### config.mk
export PLATFORM = sky130hd
export DESIGN_NAME = nand_rd_strobe
export DESIGN_NICKNAME = d
export VERILOG_FILES = /design/src/rtl/nand_rs_pkg.sv /design/src/rtl/nrs_busy_timer.sv /design/src/rtl/nrs_tap_capture.sv /design/src/rtl/nrs_phase_seq.sv /design/src/rtl/nand_rd_strobe.sv
export SDC_FILE = /design/constraint.sdc
export NUM_CORES = 1
export LEC_CHECK = 0
export ABC_CLOCK_PERIOD_IN_PS = 6780
export BUFFER_PORTS_ARGS = -buffer_cell sky130_fd_sc_hd__buf_2
export CAP_MARGIN = 20
export CORE_MARGIN = 10
export CORE_UTILIZATION = 62
export DETAILED_ROUTE_END_ITERATION = 10
export MAX_ROUTING_LAYER = met4
export PLACE_DENSITY = 0.87
export SLEW_MARGIN = 20
export SYNTH_ARGS = -nofsm -noshare
export SYNTH_HDL_FRONTEND = slang
export SYNTH_SLANG_ARGS = --single-unit
### constraint.sdc
create_clock -name clk -period 6.78 [get_ports clk]
set_clock_uncertainty 0.15 [all_clocks]
set_input_delay 1.017 -clock clk [delete_from_list [all_inputs] [get_ports clk]]
set_output_delay 1.017 -clock clk [all_outputs]
set_load 0.02 [all_outputs]
### src/rtl/nand_rs_pkg.sv
package nand_rs_pkg;
  typedef enum logic [2:0] {
    ST_IDLE,
    ST_WAIT,
    ST_ADDR,
    ST_LOW,
    ST_HIGH,
    ST_RESP
  } rs_state_t;
endpackage

### src/rtl/nrs_busy_timer.sv
module nrs_busy_timer #(
  parameter int TMO_W = 16
) (
  input  logic             clk,
  input  logic             rst_n,
  input  logic             active,
  input  logic             rb_n,
  input  logic [TMO_W-1:0] limit,
  output logic             expired
);
  logic [TMO_W-1:0] cnt_q;
  logic [TMO_W-1:0] lim_eff;
  logic [TMO_W:0]   cnt_inc;

  assign lim_eff = (limit == '0) ? TMO_W'(1) : limit;
  assign cnt_inc = {1'b0, cnt_q} + (TMO_W+1)'(1);
  assign expired = active && !rb_n && (cnt_inc >= {1'b0, lim_eff});

  always_ff @(posedge clk or negedge rst_n) begin
    if (!rst_n) begin
      cnt_q <= '0;
    end else if (!active) begin
      cnt_q <= '0;
    end else if (!rb_n && !expired) begin
      cnt_q <= cnt_inc[TMO_W-1:0];
    end
  end
endmodule

### src/rtl/nrs_tap_capture.sv
module nrs_tap_capture #(
  parameter int DATA_W = 8,
  parameter int TAP_W  = 4,
  parameter int TAPS   = 8
) (
  input  logic              clk,
  input  logic              rst_n,
  input  logic              clr,
  input  logic              rise,
  input  logic [TAP_W-1:0]  rd_delay,
  input  logic              half,
  input  logic [DATA_W-1:0] din,
  output logic [DATA_W-1:0] data_q,
  output logic              cap_ok
);
  localparam int ACC_W = $clog2(2*TAPS + (1 << TAP_W)) + 1;

  logic [ACC_W-1:0] acc_q;
  logic [ACC_W-1:0] step;
  logic             pend_q;
  logic             done_q;
  logic             fire;
  logic             reached;

  assign step    = half ? ACC_W'(2*TAPS) : ACC_W'(TAPS);
  assign reached = acc_q >= ACC_W'(rd_delay);
  assign fire    = (rise && (rd_delay == '0)) || (pend_q && reached);
  assign cap_ok  = done_q || fire;

  always_ff @(posedge clk or negedge rst_n) begin
    if (!rst_n) begin
      acc_q  <= '0;
      pend_q <= 1'b0;
      done_q <= 1'b0;
      data_q <= '0;
    end else begin
      if (clr) begin
        acc_q  <= '0;
        pend_q <= 1'b0;
        done_q <= 1'b0;
      end else begin
        if (rise) begin
          pend_q <= (rd_delay != '0);
          acc_q  <= step;
        end else if (pend_q) begin
          if (reached) pend_q <= 1'b0;
          else         acc_q  <= acc_q + step;
        end
        if (fire) done_q <= 1'b1;
      end
      if (fire) data_q <= din;
    end
  end
endmodule

### src/rtl/nrs_phase_seq.sv
module nrs_phase_seq
  import nand_rs_pkg::*;
#(
  parameter int CNT_W = 8,
  parameter int TAP_W = 4,
  parameter int TMO_W = 16
) (
  input  logic             clk,
  input  logic             rst_n,
  input  logic             req_valid,
  output logic             req_ready,
  input  logic [CNT_W-1:0] cfg_addr_setup,
  input  logic [CNT_W-1:0] cfg_data_setup,
  input  logic [CNT_W-1:0] cfg_data_hold,
  input  logic [TAP_W-1:0] cfg_rd_delay,
  input  logic             cfg_half_period,
  input  logic [TMO_W-1:0] cfg_busy_limit,
  input  logic             rb_n,
  input  logic             busy_expired,
  input  logic             cap_ok,
  input  logic             rsp_ready,
  output logic             rsp_valid,
  output logic             strobe_n,
  output logic             wait_active,
  output logic             rise_pulse,
  output logic             xfer_start,
  output logic [TAP_W-1:0] lat_rd_delay,
  output logic             lat_half,
  output logic [TMO_W-1:0] lat_busy_limit,
  output logic             timeout_flag
);
  rs_state_t        state_q, state_d;
  logic [CNT_W-1:0] cnt_q, cnt_d;
  logic [CNT_W-1:0] as_q, ds_q, dh_q;
  logic [CNT_W-1:0] ds_eff, dh_eff;
  logic [CNT_W:0]   cnt_inc;
  logic             re_n_q, tmo_q, set_tmo;

  assign ds_eff  = (ds_q == '0) ? CNT_W'(1) : ds_q;
  assign dh_eff  = (dh_q == '0) ? CNT_W'(1) : dh_q;
  assign cnt_inc = {1'b0, cnt_q} + (CNT_W+1)'(1);

  assign req_ready    = (state_q == ST_IDLE);
  assign rsp_valid    = (state_q == ST_RESP);
  assign wait_active  = (state_q == ST_WAIT);
  assign xfer_start   = req_ready && req_valid;
  assign strobe_n     = re_n_q;
  assign timeout_flag = tmo_q;

  always_comb begin
    state_d    = state_q;
    cnt_d      = cnt_q;
    rise_pulse = 1'b0;
    set_tmo    = 1'b0;
    unique case (state_q)
      ST_IDLE: begin
        if (req_valid) begin
          state_d = ST_WAIT;
          cnt_d   = '0;
        end
      end
      ST_WAIT: begin
        if (rb_n) begin
          state_d = (as_q == '0) ? ST_LOW : ST_ADDR;
          cnt_d   = '0;
        end else if (busy_expired) begin
          state_d = ST_IDLE;
          set_tmo = 1'b1;
        end
      end
      ST_ADDR: begin
        if (cnt_inc >= {1'b0, as_q}) begin
          state_d = ST_LOW;
          cnt_d   = '0;
        end else begin
          cnt_d = cnt_inc[CNT_W-1:0];
        end
      end
      ST_LOW: begin
        if (cnt_inc >= {1'b0, ds_eff}) begin
          state_d    = ST_HIGH;
          cnt_d      = '0;
          rise_pulse = 1'b1;
        end else begin
          cnt_d = cnt_inc[CNT_W-1:0];
        end
      end
      ST_HIGH: begin
        if ((cnt_inc >= {1'b0, dh_eff}) && cap_ok) begin
          state_d = ST_RESP;
        end else if (cnt_q != '1) begin
          cnt_d = cnt_inc[CNT_W-1:0];
        end
      end
      ST_RESP: begin
        if (rsp_ready) state_d = ST_IDLE;
      end
      default: state_d = ST_IDLE;
    endcase
  end

  always_ff @(posedge clk or negedge rst_n) begin
    if (!rst_n) begin
      state_q        <= ST_IDLE;
      cnt_q          <= '0;
      re_n_q         <= 1'b1;
      tmo_q          <= 1'b0;
      as_q           <= '0;
      ds_q           <= '0;
      dh_q           <= '0;
      lat_rd_delay   <= '0;
      lat_half       <= 1'b0;
      lat_busy_limit <= '0;
    end else begin
      state_q <= state_d;
      cnt_q   <= cnt_d;
      re_n_q  <= (state_d != ST_LOW);
      if (set_tmo) tmo_q <= 1'b1;
      if (xfer_start) begin
        as_q           <= cfg_addr_setup;
        ds_q           <= cfg_data_setup;
        dh_q           <= cfg_data_hold;
        lat_rd_delay   <= cfg_rd_delay;
        lat_half       <= cfg_half_period;
        lat_busy_limit <= cfg_busy_limit;
      end
    end
  end
endmodule

### src/rtl/nand_rd_strobe.sv
module nand_rd_strobe #(
  parameter int DATA_W = 8,
  parameter int CNT_W  = 8,
  parameter int TAP_W  = 4,
  parameter int TAPS   = 8,
  parameter int TMO_W  = 16
) (
  input  logic              clk,
  input  logic              rst_n,
  input  logic              req_valid,
  output logic              req_ready,
  input  logic [CNT_W-1:0]  cfg_addr_setup,
  input  logic [CNT_W-1:0]  cfg_data_setup,
  input  logic [CNT_W-1:0]  cfg_data_hold,
  input  logic [TAP_W-1:0]  cfg_rd_delay,
  input  logic              cfg_half_period,
  input  logic [TMO_W-1:0]  cfg_busy_limit,
  output logic              nand_re_n,
  input  logic [DATA_W-1:0] nand_din,
  input  logic              nand_rb_n,
  output logic              rsp_valid,
  input  logic              rsp_ready,
  output logic [DATA_W-1:0] rsp_data,
  output logic              busy_timeout
);
  logic             wait_active, busy_expired, cap_ok;
  logic             rise_pulse, xfer_start, lat_half;
  logic [TAP_W-1:0] lat_rd_delay;
  logic [TMO_W-1:0] lat_busy_limit;

  nrs_phase_seq #(.CNT_W(CNT_W), .TAP_W(TAP_W), .TMO_W(TMO_W)) u_seq (
    .clk            (clk),
    .rst_n          (rst_n),
    .req_valid      (req_valid),
    .req_ready      (req_ready),
    .cfg_addr_setup (cfg_addr_setup),
    .cfg_data_setup (cfg_data_setup),
    .cfg_data_hold  (cfg_data_hold),
    .cfg_rd_delay   (cfg_rd_delay),
    .cfg_half_period(cfg_half_period),
    .cfg_busy_limit (cfg_busy_limit),
    .rb_n           (nand_rb_n),
    .busy_expired   (busy_expired),
    .cap_ok         (cap_ok),
    .rsp_ready      (rsp_ready),
    .rsp_valid      (rsp_valid),
    .strobe_n       (nand_re_n),
    .wait_active    (wait_active),
    .rise_pulse     (rise_pulse),
    .xfer_start     (xfer_start),
    .lat_rd_delay   (lat_rd_delay),
    .lat_half       (lat_half),
    .lat_busy_limit (lat_busy_limit),
    .timeout_flag   (busy_timeout)
  );

  nrs_busy_timer #(.TMO_W(TMO_W)) u_timer (
    .clk    (clk),
    .rst_n  (rst_n),
    .active (wait_active),
    .rb_n   (nand_rb_n),
    .limit  (lat_busy_limit),
    .expired(busy_expired)
  );

  nrs_tap_capture #(.DATA_W(DATA_W), .TAP_W(TAP_W), .TAPS(TAPS)) u_cap (
    .clk     (clk),
    .rst_n   (rst_n),
    .clr     (xfer_start),
    .rise    (rise_pulse),
    .rd_delay(lat_rd_delay),
    .half    (lat_half),
    .din     (nand_din),
    .data_q  (rsp_data),
    .cap_ok  (cap_ok)
  );
endmodule

==> out/qor.txt, run 1 <==
Most frequent cell after synthesis -> dfrtp_1
GRT overflow -> 0
H-tree depth -> 3
Yosys top cell by area -> dfrtp_1
Met1 Use GR -> 26.1%
Antenna diode count -> 0
Hold Crit Class -> reg -> reg
Syn Nets -> 628
Yosys top cell area share -> 42.5%
Layout cell share with drive strength beyond 1 -> 20.2%
DIE AREA -> 12200 µm²
Overall global routing resource usage -> 20.3%
Critical Path End Type -> flop
Placed Instances -> 679
DP Area -> 5450 µm²
Max-Cap Viols -> 0
Synth warn -> 0
Synth Cell Area -> 5060 µm²
Post-layout util -> 72.2%
Ys async rst share -> 100%
Initial antenna violation count -> 0
Nets -> 691
Top cells by instance count after synthesis -> dfrtp_1 (86), nand2_1 (60), inv_1 (48), o21ai_0 (48), ha_1 (44)
CTS Hold Bufs -> 0
Clk slew on worst S/H paths -> 0.09 ns
Largest net degree at the start of global routing -> 90
Worst Path Arrival -> 4.29 ns
Peak VDD IR -> 0.000176 V
Cts repair resizes -> 0
Leakage -> 2.69 nW
Setup TNS -> 0 ns
Largest cells by area after synthesis -> dfrtp_1 (43%), ha_1 (11%), o21ai_0 (4.7%)
Port Buffer Count -> 69
First-pass GRT wire length -> 19.4 mm
Layer with the highest usage -> met2
Initial drt markers -> 288
Vias per inst -> 5.84
Inserted Clock Buffers -> 9
Critical Setup Path Class -> reg -> reg
Post-CTS setup buffers -> 0
Final Hold Fails -> 0
PwrDens -> 361 nW/µm²
Final antenna-violating net count -> 0
Status -> finished, final reports clean
Clk_lat worst skew -> 0.37 ns
Wirelength per Cell -> 17.0 µm
Longest Clk Path Bufs -> 2
Worst EP required -> 6.91 ns
Die X-Extent -> 110 µm
Yosys cell types -> 57
Final Max Slew Viols -> 0
Clock tree from TritonCTS -> done
Cells after Synth -> 525
Met2 usage -> 31.7%
Slew HR -> 47.6%
Starting Density -> 64.5%
Placer Congestion -> 0.891
Final period utilization -> 61.3%
Register bit total from synthesis -> 87
Post-synth EDFFs -> 0
Slew of the pin with the lowest slew margin -> 0.785 ns
Iteration count of the initial detailed-routing pass -> 6
Seq/Total Area, Yosys -> 43.1%
Design Area, Final -> 5660 µm²
Die height -> 110 µm
Row count -> 32
Ports -> 70
Critical path launch point type -> flop
Non-Filler Instances -> 695
Num Clock Sinks -> 87
Synth Area per Inst -> 9.64 µm²
Area growth, synth to finish -> 11.9%
Fmax achieved -> 241 MHz
Post-Route WL -> 11.8 mm
Final Critical Period -> 4.16 ns
Hold WS -> 0.305 ns
HPWL after DPL -> 8.84 mm
Area of the core -> 7850 µm²
Global Route met3 Usage -> 3.66%
Root Buffer -> clkbuf_8
RSZ-0062 raised after global routing -> false
DRC Markers -> 0
Vias -> 4057
Vias in the first global route -> 4112
Top_reg_cell synth -> dfrtp_1
CP Max Fanout -> 17
Final setup vio count -> 0
==> path summary, 6_finish.rpt <==
kind                                    start  slack (ns)                 endpoint  cells past startpoint
setup / recovery             u_timer.cnt_q[0]        2.62        u_timer.cnt_q[14]                     15
hold / removal             u_seq.timeout_flag        0.30       u_seq.timeout_flag                      1
max in group asynchronous               rst_n        5.39         u_timer.cnt_q[0]                      1
hold reg to reg            u_seq.timeout_flag        0.30       u_seq.timeout_flag                      1
setup reg to reg             u_timer.cnt_q[0]        2.62        u_timer.cnt_q[14]                     15
min in group asynchronous               rst_n        0.56  u_seq.lat_busy_limit[2]                      1
==> stage by stage <==
stage | total power, mW | worst slack (ns)
4_1_cts | 2.04 | 2.40
3_3_place_gp | 1.58 | 2.61
6_report | 2.04 | 2.62
2_1_floorplan | 1.41 | 2.98
3_5_place_dp | 1.66 | 2.42
5_1_grt | 2.20 | 2.29
==> report_power, final <==
group	switching (mW)	internal [mW]	total (mW)	leakage, nW
registers	0.126	0.707	0.833	1.10
clock network	0.207	0.178	0.385	0.100
logic	0.490	0.333	0.823	1.48
==> worst max-delay path, stage by stage (launching register included) <==
cell and delay (ns):
dfrtp_1 0.42, ha_1 0.25, nand3_2 0.12, or2_1 0.35
nor3_4 0.26, nand3_2 0.14, or2_4 0.29, xnor2_1 0.13
ha_1 0.31, a21o_1 0.16, a21oi_1 0.15, o41ai_1 0.10
or2_2 0.42, nor2_1 0.30, or4b_1 0.45, o21ai_0 0.08
==> logic make-up (layout without fill, tap and decap cells) <==
kind of cell,count (synthesis),in the layout,synth area share (%)
compound gates,109,109,13.9
simple gates,169,169,16.9
xor+xnor,31,31,5.37
mux,18,18,4.01
flops,87,87,43.1
buf+inv,66,134,5.47
fa+ha+maj,45,45,11.3
==> cell type report <==
class	instances	area [µm²]
multi-input combinational	372	2610
fill	592	2180
sequential	87	2180
timing repair buffer	70	359
inverter	48	180
tap	102	128
clock buffer	9	124
clock inverter	7	85.1
==> cell usage in the layout, fill, tap and decap left out, drive strengths merged, types with 2 or more instances in the layout <==
| cell type | Yosys | layout |
|---|---|---|
| dfrtp | 86 | 86 |
| buf | 6 | 70 |
| nand2 | 60 | 60 |
| inv | 48 | 52 |
| o21ai | 48 | 48 |
| ha | 44 | 44 |
| nor2 | 33 | 33 |
| xnor2 | 25 | 25 |
| a21oi | 21 | 21 |
| mux2 | 18 | 18 |
| nor3 | 13 | 13 |
| nor4 | 11 | 11 |
| nand4 | 11 | 11 |
| nand3 | 11 | 11 |
| clkbuf | 12 | 9 |
| a22o | 7 | 7 |
| xor2 | 6 | 6 |
| a211oi | 5 | 5 |
| or2 | 5 | 5 |
| a21o | 4 | 4 |
| nor2b | 3 | 3 |
| o31ai | 3 | 3 |
| a41o | 3 | 3 |
| o21a | 3 | 3 |
| nor3b | 3 | 3 |
| o41ai | 3 | 3 |
| and2 | 3 | 3 |
| o21bai | 2 | 2 |
| or3 | 2 | 2 |
| a2111oi | 2 | 2 |
| nand2b | 2 | 2 |
| and3 | 2 | 2 |
| nand3b | 2 | 2 |
| and3b | 2 | 2 |
| clkinvlp | 0 | 2 |
| or4 | 2 | 2 |
| and4 | 2 | 2 |
==> state kept, by name, summed over array words and instances, names as in the netlist, 4 cells and up <==
register,cells
u_seq.lat_busy_limit,16
u_seq.ds_q,8
u_seq.cnt_q,8
u_seq.lat_rd_delay,4
u_timer.cnt_q,16
u_seq.as_q,8
u_seq.dh_q,8
u_cap.data_q,8
==> metal layers <==
layer,share of wire [%],vias up
met5,0,-
li1,-,1973
met4,1.6,0
met1,44,1931
met3,6.6,24
met2,48,129
Power figures use the tool's default switching activity.
==> inputs of run 2 (changes only) <==
--- a/config.mk
+++ b/config.mk
@@ -5,14 +5,14 @@
 export SDC_FILE = /design/constraint.sdc
 export NUM_CORES = 1
 export LEC_CHECK = 0
-export ABC_CLOCK_PERIOD_IN_PS = 6780
+export ABC_CLOCK_PERIOD_IN_PS = 3400
 export BUFFER_PORTS_ARGS = -buffer_cell sky130_fd_sc_hd__buf_2
 export CAP_MARGIN = 20
 export CORE_MARGIN = 10
-export CORE_UTILIZATION = 62
+export CORE_UTILIZATION = 52
 export DETAILED_ROUTE_END_ITERATION = 10
 export MAX_ROUTING_LAYER = met4
-export PLACE_DENSITY = 0.87
+export PLACE_DENSITY = 0.78
 export SLEW_MARGIN = 20
 export SYNTH_ARGS = -nofsm -noshare
 export SYNTH_HDL_FRONTEND = slang
==> constraint.sdc (replaced) <==
create_clock -name clk -period 3.4 [get_ports clk]
set_clock_uncertainty 0.15 [all_clocks]
set_input_delay 0.51 -clock clk [delete_from_list [all_inputs] [get_ports clk]]
set_output_delay 0.51 -clock clk [all_outputs]
set_load 0.02 [all_outputs]
==> run 2 against run 1 <==
The flow now finishes with violations (negative setup slack). Worst setup slack got worse by 2.7 ns. Critical path depth decreased by 1. Count of clock-buffer cells in the layout unchanged. Power increased by 100%. Utilization decreased by 6.6 points. Sequential share of layout area decreased by 3.0 points. Non-clock buffer count increased by 38. Sequential power increased by 97%. Sequential cell count unchanged. Critical path type unchanged. Largest power group is now combinational cells.
==> out/qor.txt, run 2 (same netlist as run 1, synthesis figures left out) <==
Status -> finished with violations
Failing checks -> negative setup slack
Max-Cap Viols -> 0 (unchanged)
Final setup vio count -> 2 (+2)
RSZ-0062 raised after global routing -> true
CP Max Fanout -> 4 (-13)
Initial drt markers -> 272 (-5.6%)
Top flop regs -> u_seq.lat_busy_limit: 16 flops, u_timer.cnt_q: 16 flops
Commonest non-fill, non-tap cell in the layout -> dfrtp_1
Die height -> 119 µm (+7.5%)
Final antenna-violating net count -> 0 (unchanged)
Slew HR -> 46.4% (-1.2 points)
PwrDens -> 668 nW/µm² (+85%)
H-tree depth -> 3 (unchanged)
Net Switching -> 1.67 mW (+100%)
Overall global routing resource usage -> 18.2% (-2.2 points)
Crit. Startpoint -> u_timer.cnt_q[0]
Clk slew on worst S/H paths -> 0.11 ns (+0.02 ns)
Port Buffer Count -> 69 (unchanged)
Wirelength per Cell -> 16.3 µm (-4.2%)
Largest net degree at the start of global routing -> 88 (-2.2%)
Die X-Extent -> 119 µm (+7.5%)
Inserted Clock Buffers -> 9 (unchanged)
Worst Path Arrival -> 3.58 ns (-0.71 ns)
Num Clock Sinks -> 87 (unchanged)
Slew of the pin with the lowest slew margin -> 0.803 ns (+0.0179 ns)
Row count -> 35 (+9.4%)
Layout cell share with drive strength beyond 1 -> 28.3% (+8.1 points)
Most frequent cells in the layout -> dfrtp_1 (86), buf_2 (68), nand2_1 (60)
Iteration count of the initial detailed-routing pass -> 4 (-2)
Nets -> 730 (+5.6%)
Final Max Slew Viols -> 0 (unchanged)
Setup TNS -> -0.0512 ns (-0.0512 ns)
Critical Path End Type -> flop
Root Buffer -> clkbuf_8
First-pass GRT wire length -> 20.8 mm (+7.3%)
Worst EP required -> 3.53 ns (-3.38 ns)
Fmax achieved -> 290 MHz (+21%)
Placer Congestion -> 0.855 (-4.0%)
Post-Route WL -> 12.4 mm (+4.9%)
Ports -> 70 (unchanged)
Worst Setup EP -> u_timer.cnt_q[3]
Peak VDD IR -> 0.000343 V (+95%)
Hold Crit Class -> in -> async
Hold WS -> 0.00423 ns (-0.301 ns)
Switching Fraction -> 40.6% (+0.26 points)
Reg-to-reg startpoint -> u_timer.cnt_q[0]
Longest Clk Path Bufs -> 2 (unchanged)
Final Critical Period -> 3.44 ns (-0.714 ns)
Area of the core -> 9370 µm² (+19%)
R2r worst-path depth -> 14 (-1)
Sequential share of power -> 40.0% (-0.8 points)
Pre-CTS WS -> -0.0791 ns (-2.50 ns)
Power Total -> 4.10 mW (+100%)
Final period utilization -> 101% (+40 points)
Reg2reg end -> u_timer.cnt_q[3]
Final Hold Fails -> 0 (unchanged)
Vias per inst -> 5.46 (-6.5%)
R2r setup slk -> -0.04 ns (-2.67 ns)
DIE AREA -> 14100 µm² (+16%)
Vias -> 4155 (+2.4%)
Antenna diode count -> 0 (unchanged)
Vias in the first global route -> 4356 (+5.9%)
Post-layout util -> 65.6% (-6.6 points)
GRT overflow -> 0 (unchanged)
Post-route setup slack -> -0.0426 ns (-2.67 ns)
Starting Density -> 54.0% (-10 points)
DRC Markers -> 0 (unchanged)
CTS Hold Bufs -> 0 (unchanged)
Clk_lat worst skew -> 0.37 ns (about the same)
Clock network power share -> 17.5% (-1.4 points)
Comb pwr share -> 42.6% (+2.3 points)
HPWL after DPL -> 9.23 mm (+4.5%)
Pint -> 2.44 mW (+100%)
Initial antenna violation count -> 0 (unchanged)
Critical path launch point type -> flop
Critical Setup Path Class -> reg -> reg
Area growth, synth to finish -> 21.5%
Leakage -> 2.90 nW (+8.0%)
Clock tree from TritonCTS -> done
-- run 2: changes by cell type in the layout (fill, tap and decap cells not counted), moves of 3 or more --
cell / before / now
nor3_1: 12 / 8
nor3_2: 0 / 4
or2_4: 1 / 4
buf_4: 1 / 37
-- run 2: area by class of cell --
cell class | count | area (µm²)
clock buffer | 9 | 124
inverter | 48 | 180
tap | 129 | 161
clock inverter | 7 | 65.1
timing repair buffer | 108 | 674
fill | 773 | 3220
multi-input combinational | 373 | 2760
sequential | 87 | 2180
-- run 2: what timing repair did --
action,4_1_cts,5_1_grt
gates resized for setup,5,16
setup buffers,3,8
gates cloned,0,2
endpoints found under the setup margin,1,35
pin swaps,3,4
-- run 2: per-layer routing --
metal	global-route usage [%]	up-vias	wire, µm	part of all wire [%]
met1	22.0	1992	5460	44
li1	-	2040	-	-
met5	-	-	0	0
met3	4.00	19	574	4.6
met4	5.42	0	252	2.0
met2	29.6	104	6110	49
-- run 2: power by group through the flow --
stage	sequential (mW)	combinational (mW)	clock, mW
floorplan	1.66	1.16	0
global placement	1.63	1.61	0
detailed placement	1.66	1.71	0
CTS	1.64	1.73	0.729
global route	1.69	1.99	0.776
finish	1.64	1.75	0.716
-- run 2: metrics by stage --
| step | cell area (µm²) | cells |
|---|---|---|
| 2_1_floorplan | 5110 | 525 |
| 3_3_place_gp | 5740 | 732 |
| 3_5_place_dp | 5740 | 732 |
| 4_1_cts | 5970 | 751 |
| 5_1_grt | 6150 | 761 |
| 6_report | 6150 | 761 |
-- run 2: worst min-delay path by stage --
| stage | endpoint | cells past startpoint | start |
|---|---|---|---|
| finish | u_seq.lat_busy_limit[11] | 1 | rst_n |
| global route | u_seq.lat_busy_limit[11] | 1 | rst_n |
| CTS | u_seq.dh_q[6] | 3 | cfg_data_hold[6] |
| detailed placement | u_cap.acc_q[3] | 1 | u_seq.lat_half |
| global placement | u_cap.acc_q[3] | 1 | u_seq.lat_half |
| floorplan | u_cap.acc_q[3] | 0 | rst_n |
-- run 2: critical path: stages, from the launching register on --
cell and delay, ns:
dfrtp_1 0.41, ha_4 0.16, nand3_2 0.08, or2_4 0.25
nor3_4 0.14, nand3_2 0.13, or2_4 0.27, xnor2_2 0.13
ha_1 0.30, a21o_1 0.17, a21oi_2 0.13, o41ai_2 0.11
or2_2 0.35, or4_4 0.43, a21oi_1 0.16
==> inputs of run 3 (changes only) <==
--- a/config.mk
+++ b/config.mk
@@ -5,14 +5,15 @@
 export SDC_FILE = /design/constraint.sdc
 export NUM_CORES = 1
 export LEC_CHECK = 0
+export ABC_AREA = 1
 export ABC_CLOCK_PERIOD_IN_PS = 3400
 export BUFFER_PORTS_ARGS = -buffer_cell sky130_fd_sc_hd__buf_2
 export CAP_MARGIN = 20
 export CORE_MARGIN = 10
-export CORE_UTILIZATION = 52
+export CORE_UTILIZATION = 53
 export DETAILED_ROUTE_END_ITERATION = 10
 export MAX_ROUTING_LAYER = met4
-export PLACE_DENSITY = 0.78
+export PLACE_DENSITY = 0.79
 export SLEW_MARGIN = 20
 export SYNTH_ARGS = -nofsm -noshare
 export SYNTH_HDL_FRONTEND = slang
==> run 3 against run 2 <==
Critical path depth increased by 6. Final area down 1.7%. Global-route usage down 1.0 points. Cell count is 8.5% higher. Synthesized cell count rose by 16%. First-iteration DRC count shrank 26%. Worst setup slack gained 0.24 ns. Largest cell class unchanged. Sequential cell count unchanged. The run now ends clean.
==> out/qor.txt, run 3 <==
Initial antenna violation count -> 0 (unchanged)
Net Switching -> 1.42 mW (-15%)
Switching Fraction -> 39.2% (-1.4 points)
Largest cells by area after synthesis -> dfrtp_1 (41%), ha_1 (11%), nand2_1 (7.7%)
Port Buffer Count -> 69 (unchanged)
HPWL after DPL -> 8.99 mm (-2.6%)
Final setup vio count -> 0 (-2)
Max-Cap Viols -> 0 (unchanged)
Post-synth EDFFs -> 0 (unchanged)
Row count -> 36 (+2.9%)
Pint -> 2.20 mW (-9.6%)
Critical path launch point type -> flop
Fmax achieved -> 312 MHz (+7.5%)
CTS Hold Bufs -> 0 (unchanged)
Post-route setup slack -> 0.197 ns (+0.240 ns)
Final Critical Period -> 3.20 ns (-0.240 ns)
Inserted Clock Buffers -> 9 (unchanged)
Most frequent cell after synthesis -> nand2_1
Placed Instances -> 808 (+10%)
Final Max Slew Viols -> 0 (unchanged)
Final Hold Fails -> 0 (unchanged)
Final period utilization -> 94.2% (-7.0 points)
Area growth, synth to finish -> 16.5%
Max incr delay on CP -> 0.43 ns (about the same)
Wirelength per Cell -> 14.2 µm (-13%)
R2r worst-path depth -> 20 (+6)
DIE AREA -> 14100 µm² (+0.51%)
Worst EP required -> 3.51 ns (-0.02 ns)
Post-synthesis mux area share -> 3.26% (-0.75 points)
Area of the core -> 9640 µm² (+2.9%)
Largest net degree at the start of global routing -> 88 (unchanged)
Commonest non-fill, non-tap cell in the layout -> nand2_1
Synth Area per Inst -> 8.50 µm² (-12%)
Root Buffer -> clkbuf_8
Crit. Startpoint -> u_timer.cnt_q[1]
Critical Setup Path Class -> reg -> reg
Starting Density -> 53.8% (-0.16 points)
Yosys cell types -> 42 (-26%)
CP Max Fanout -> 8 (+4)
Seq/Total Area, Yosys -> 42.0% (-1.1 points)
Peak VDD IR -> 0.000331 V (-3.4%)
Die height -> 119 µm (+0.25%)
Worst Path Arrival -> 3.31 ns (-0.27 ns)
Hold Crit Class -> in -> async
CP Cell Sequence -> ha_4 > nand3_4 > nor2_4 > inv_1 > nor3_2 > nand2_1 > nor2_2 > xor2_1 > inv_1 > ha_4 > nand2_1 > o21bai_1 > nand2_1 > nand4_1 > nand2_1 > nor2_2 > nand3_4 > o21a_4 > nand2_1 > o21ai_0
Synth warn -> 0 (unchanged)
Worst path slowest cell -> dfrtp_1
Antenna diode count -> 0 (unchanged)
DRC Markers -> 0 (unchanged)
Clock network power share -> 20.9% (+3.4 points)
Status -> finished, final reports clean
Largest family of logic cells by synthesized area -> simple AND/OR/NAND/NOR gates
Comb pwr share -> 37.8% (-4.8 points)
Top flop regs -> u_seq.lat_busy_limit: 16 flops, u_timer.cnt_q: 16 flops
Cell repeated most along the worst path -> nand2_1
Top_reg_cell synth -> dfrtp_1
Vias in the first global route -> 4404 (+1.1%)
Initial drt markers -> 201 (-26%)
Most frequent cells in the layout -> nand2_1 (103), inv_1 (101), dfrtp_1 (84)
Synth Area in Compound Gates -> 11.1% (-2.9 points)
Die X-Extent -> 119 µm (+0.25%)
Ports -> 70 (unchanged)
Yosys top cell area share -> 41.5% (-1.1 points)
Clk_lat worst skew -> 0.38 ns (about the same)
Final antenna-violating net count -> 0 (unchanged)
Vias per inst -> 5.11 (-6.4%)
Clock tree from TritonCTS -> done
Vias -> 4222 (+1.6%)
Yosys top cell by area -> dfrtp_1
Pre-CTS WS -> 0.0281 ns (+0.107 ns)
Reg2reg end -> u_timer.cnt_q[7]
Longest Clk Path Bufs -> 2 (unchanged)
Layout cell share with drive strength beyond 1 -> 22.7% (-5.7 points)
Sequential share of power -> 41.3% (+1.3 points)
Overall global routing resource usage -> 17.1% (-1.0 points)
Ys async rst share -> 100% (unchanged)
Slew of the pin with the lowest slew margin -> 0.777 ns (-0.0267 ns)
PwrDens -> 600 nW/µm² (-10%)
Synth Area in Simple Gates -> 20.8% (+3.9 points)
Synth Area in Adders -> 11.0% (-0.28 points)
First-pass GRT wire length -> 19.8 mm (-4.9%)
Critical Path End Type -> flop
Placer Congestion -> 0.909 (+6.3%)
Syn Nets -> 713 (+14%)
Cells after Synth -> 610 (+16%)
Reg-to-reg startpoint -> u_timer.cnt_q[1]
Fillers -> 863 (+12%)
Slew HR -> 48.2% (+1.8 points)
R2r setup slk -> 0.20 ns (+0.24 ns)
Post-Route WL -> 11.7 mm (-5.5%)
Top cells by instance count after synthesis -> nand2_1 (106), inv_1 (101), dfrtp_1 (86)
Worst Setup EP -> u_timer.cnt_q[7]
Register bit total from synthesis -> 87 (unchanged)
Xor-xnor portion of the synthesized cell area -> 3.21% (-2.2 points)
Iteration count of the initial detailed-routing pass -> 4 (unchanged)
Leakage -> 3.28 nW (+13%)
Clk slew on worst S/H paths -> 0.09 ns (-0.02 ns)
Nets -> 791 (+8.4%)
H-tree depth -> 3 (unchanged)
GRT overflow -> 0 (unchanged)
Non-Filler Instances -> 826 (+8.5%)
Synth Cell Area -> 5190 µm² (+2.5%)
Num Clock Sinks -> 87 (unchanged)
Post-layout util -> 62.7% (-2.9 points)
==> run 3: critical path: cells and delay by family, from the launching register on <==
kind	cells	cell delay (ns)
buffers and inverters	2	0.16
AO/OA/AOI/OAI	3	0.45
XOR/XNOR	1	0.21
AND/OR/NAND/NOR	12	1.26
flip-flops	1	0.43
adder cells (fa/ha/maj)	2	0.43
==> run 3: worst min path at each step <==
stage | endpoint | slack (ns) | start | depth (start not counted)
after floorplan | u_cap.acc_q[3] | 0.06 | rst_n | 0
after global placement | u_timer.cnt_q[1] | 0.33 | u_timer.cnt_q[1] | 2
after detailed placement | u_seq.timeout_flag | 0.33 | u_seq.timeout_flag | 2
after CTS | u_cap.data_q[2] | 0.20 | nand_din[2] | 2
after global routing | u_seq.lat_busy_limit[15] | 0.09 | rst_n | 1
final | u_seq.lat_busy_limit[15] | 0.03 | rst_n | 1
==> run 3: through the flow <==
step,instance area (µm²),hold slack [ns],power [mW],TNS (ns)
floorplan,5190,0.0644,2.48,0
global placement,5710,0.332,2.77,0
detailed placement,5710,0.328,2.86,0
CTS,5910,0.197,3.62,0
global route,6040,0.0896,3.96,-0.0647
finish,6040,0.0335,3.63,0
==> run 3: metal layers <==
layer	vias to the layer above	part of all wire (%)	GRT usage, %
li1	2148	-	-
met1	1988	43	20.0
met2	76	51	29.1
met3	10	4.2	2.98
met4	0	1.1	6.18
met5	-	0	-
==> run 3: repair_timing <==
item | 4_1_cts | 5_1_grt
setup buffers | 0 | 2
resized for setup | 1 | 21
pin swaps | 0 | 9
setup endpoints to repair | 1 | 26
==> run 3: cell families after synthesis <==
group | after synthesis
buffers and inverters | 115
AND/OR/NAND/NOR | 234
AO/OA/AOI/OAI | 95
multiplexers | 15
XOR/XNOR | 19
flip-flops | 87
adder cells (fa/ha/maj) | 45
==> run 3: layout make-up <==
| class | instances | area, µm² | share of cell area, % |
|---|---|---|---|
| multi-input combinational | 408 | 2670 | 44.2 |
| sequential | 87 | 2180 | 36.1 |
| timing repair buffer | 78 | 432 | 7.14 |
| inverter | 104 | 393 | 6.50 |
| tap | 133 | 166 | 2.75 |
| clock buffer | 10 | 128 | 2.11 |
| clock inverter | 6 | 72.6 | 1.20 |
==> run 3: power groups by stage <==
| stage | clock (mW) | sequential, mW | combinational (mW) |
|---|---|---|---|
| finish | 0.756 | 1.50 | 1.37 |
| global route | 0.816 | 1.54 | 1.60 |
| CTS | 0.775 | 1.50 | 1.35 |
| detailed placement | 0 | 1.52 | 1.34 |
| global placement | 0 | 1.50 | 1.27 |
| floorplan | 0 | 1.48 | 1.00 |
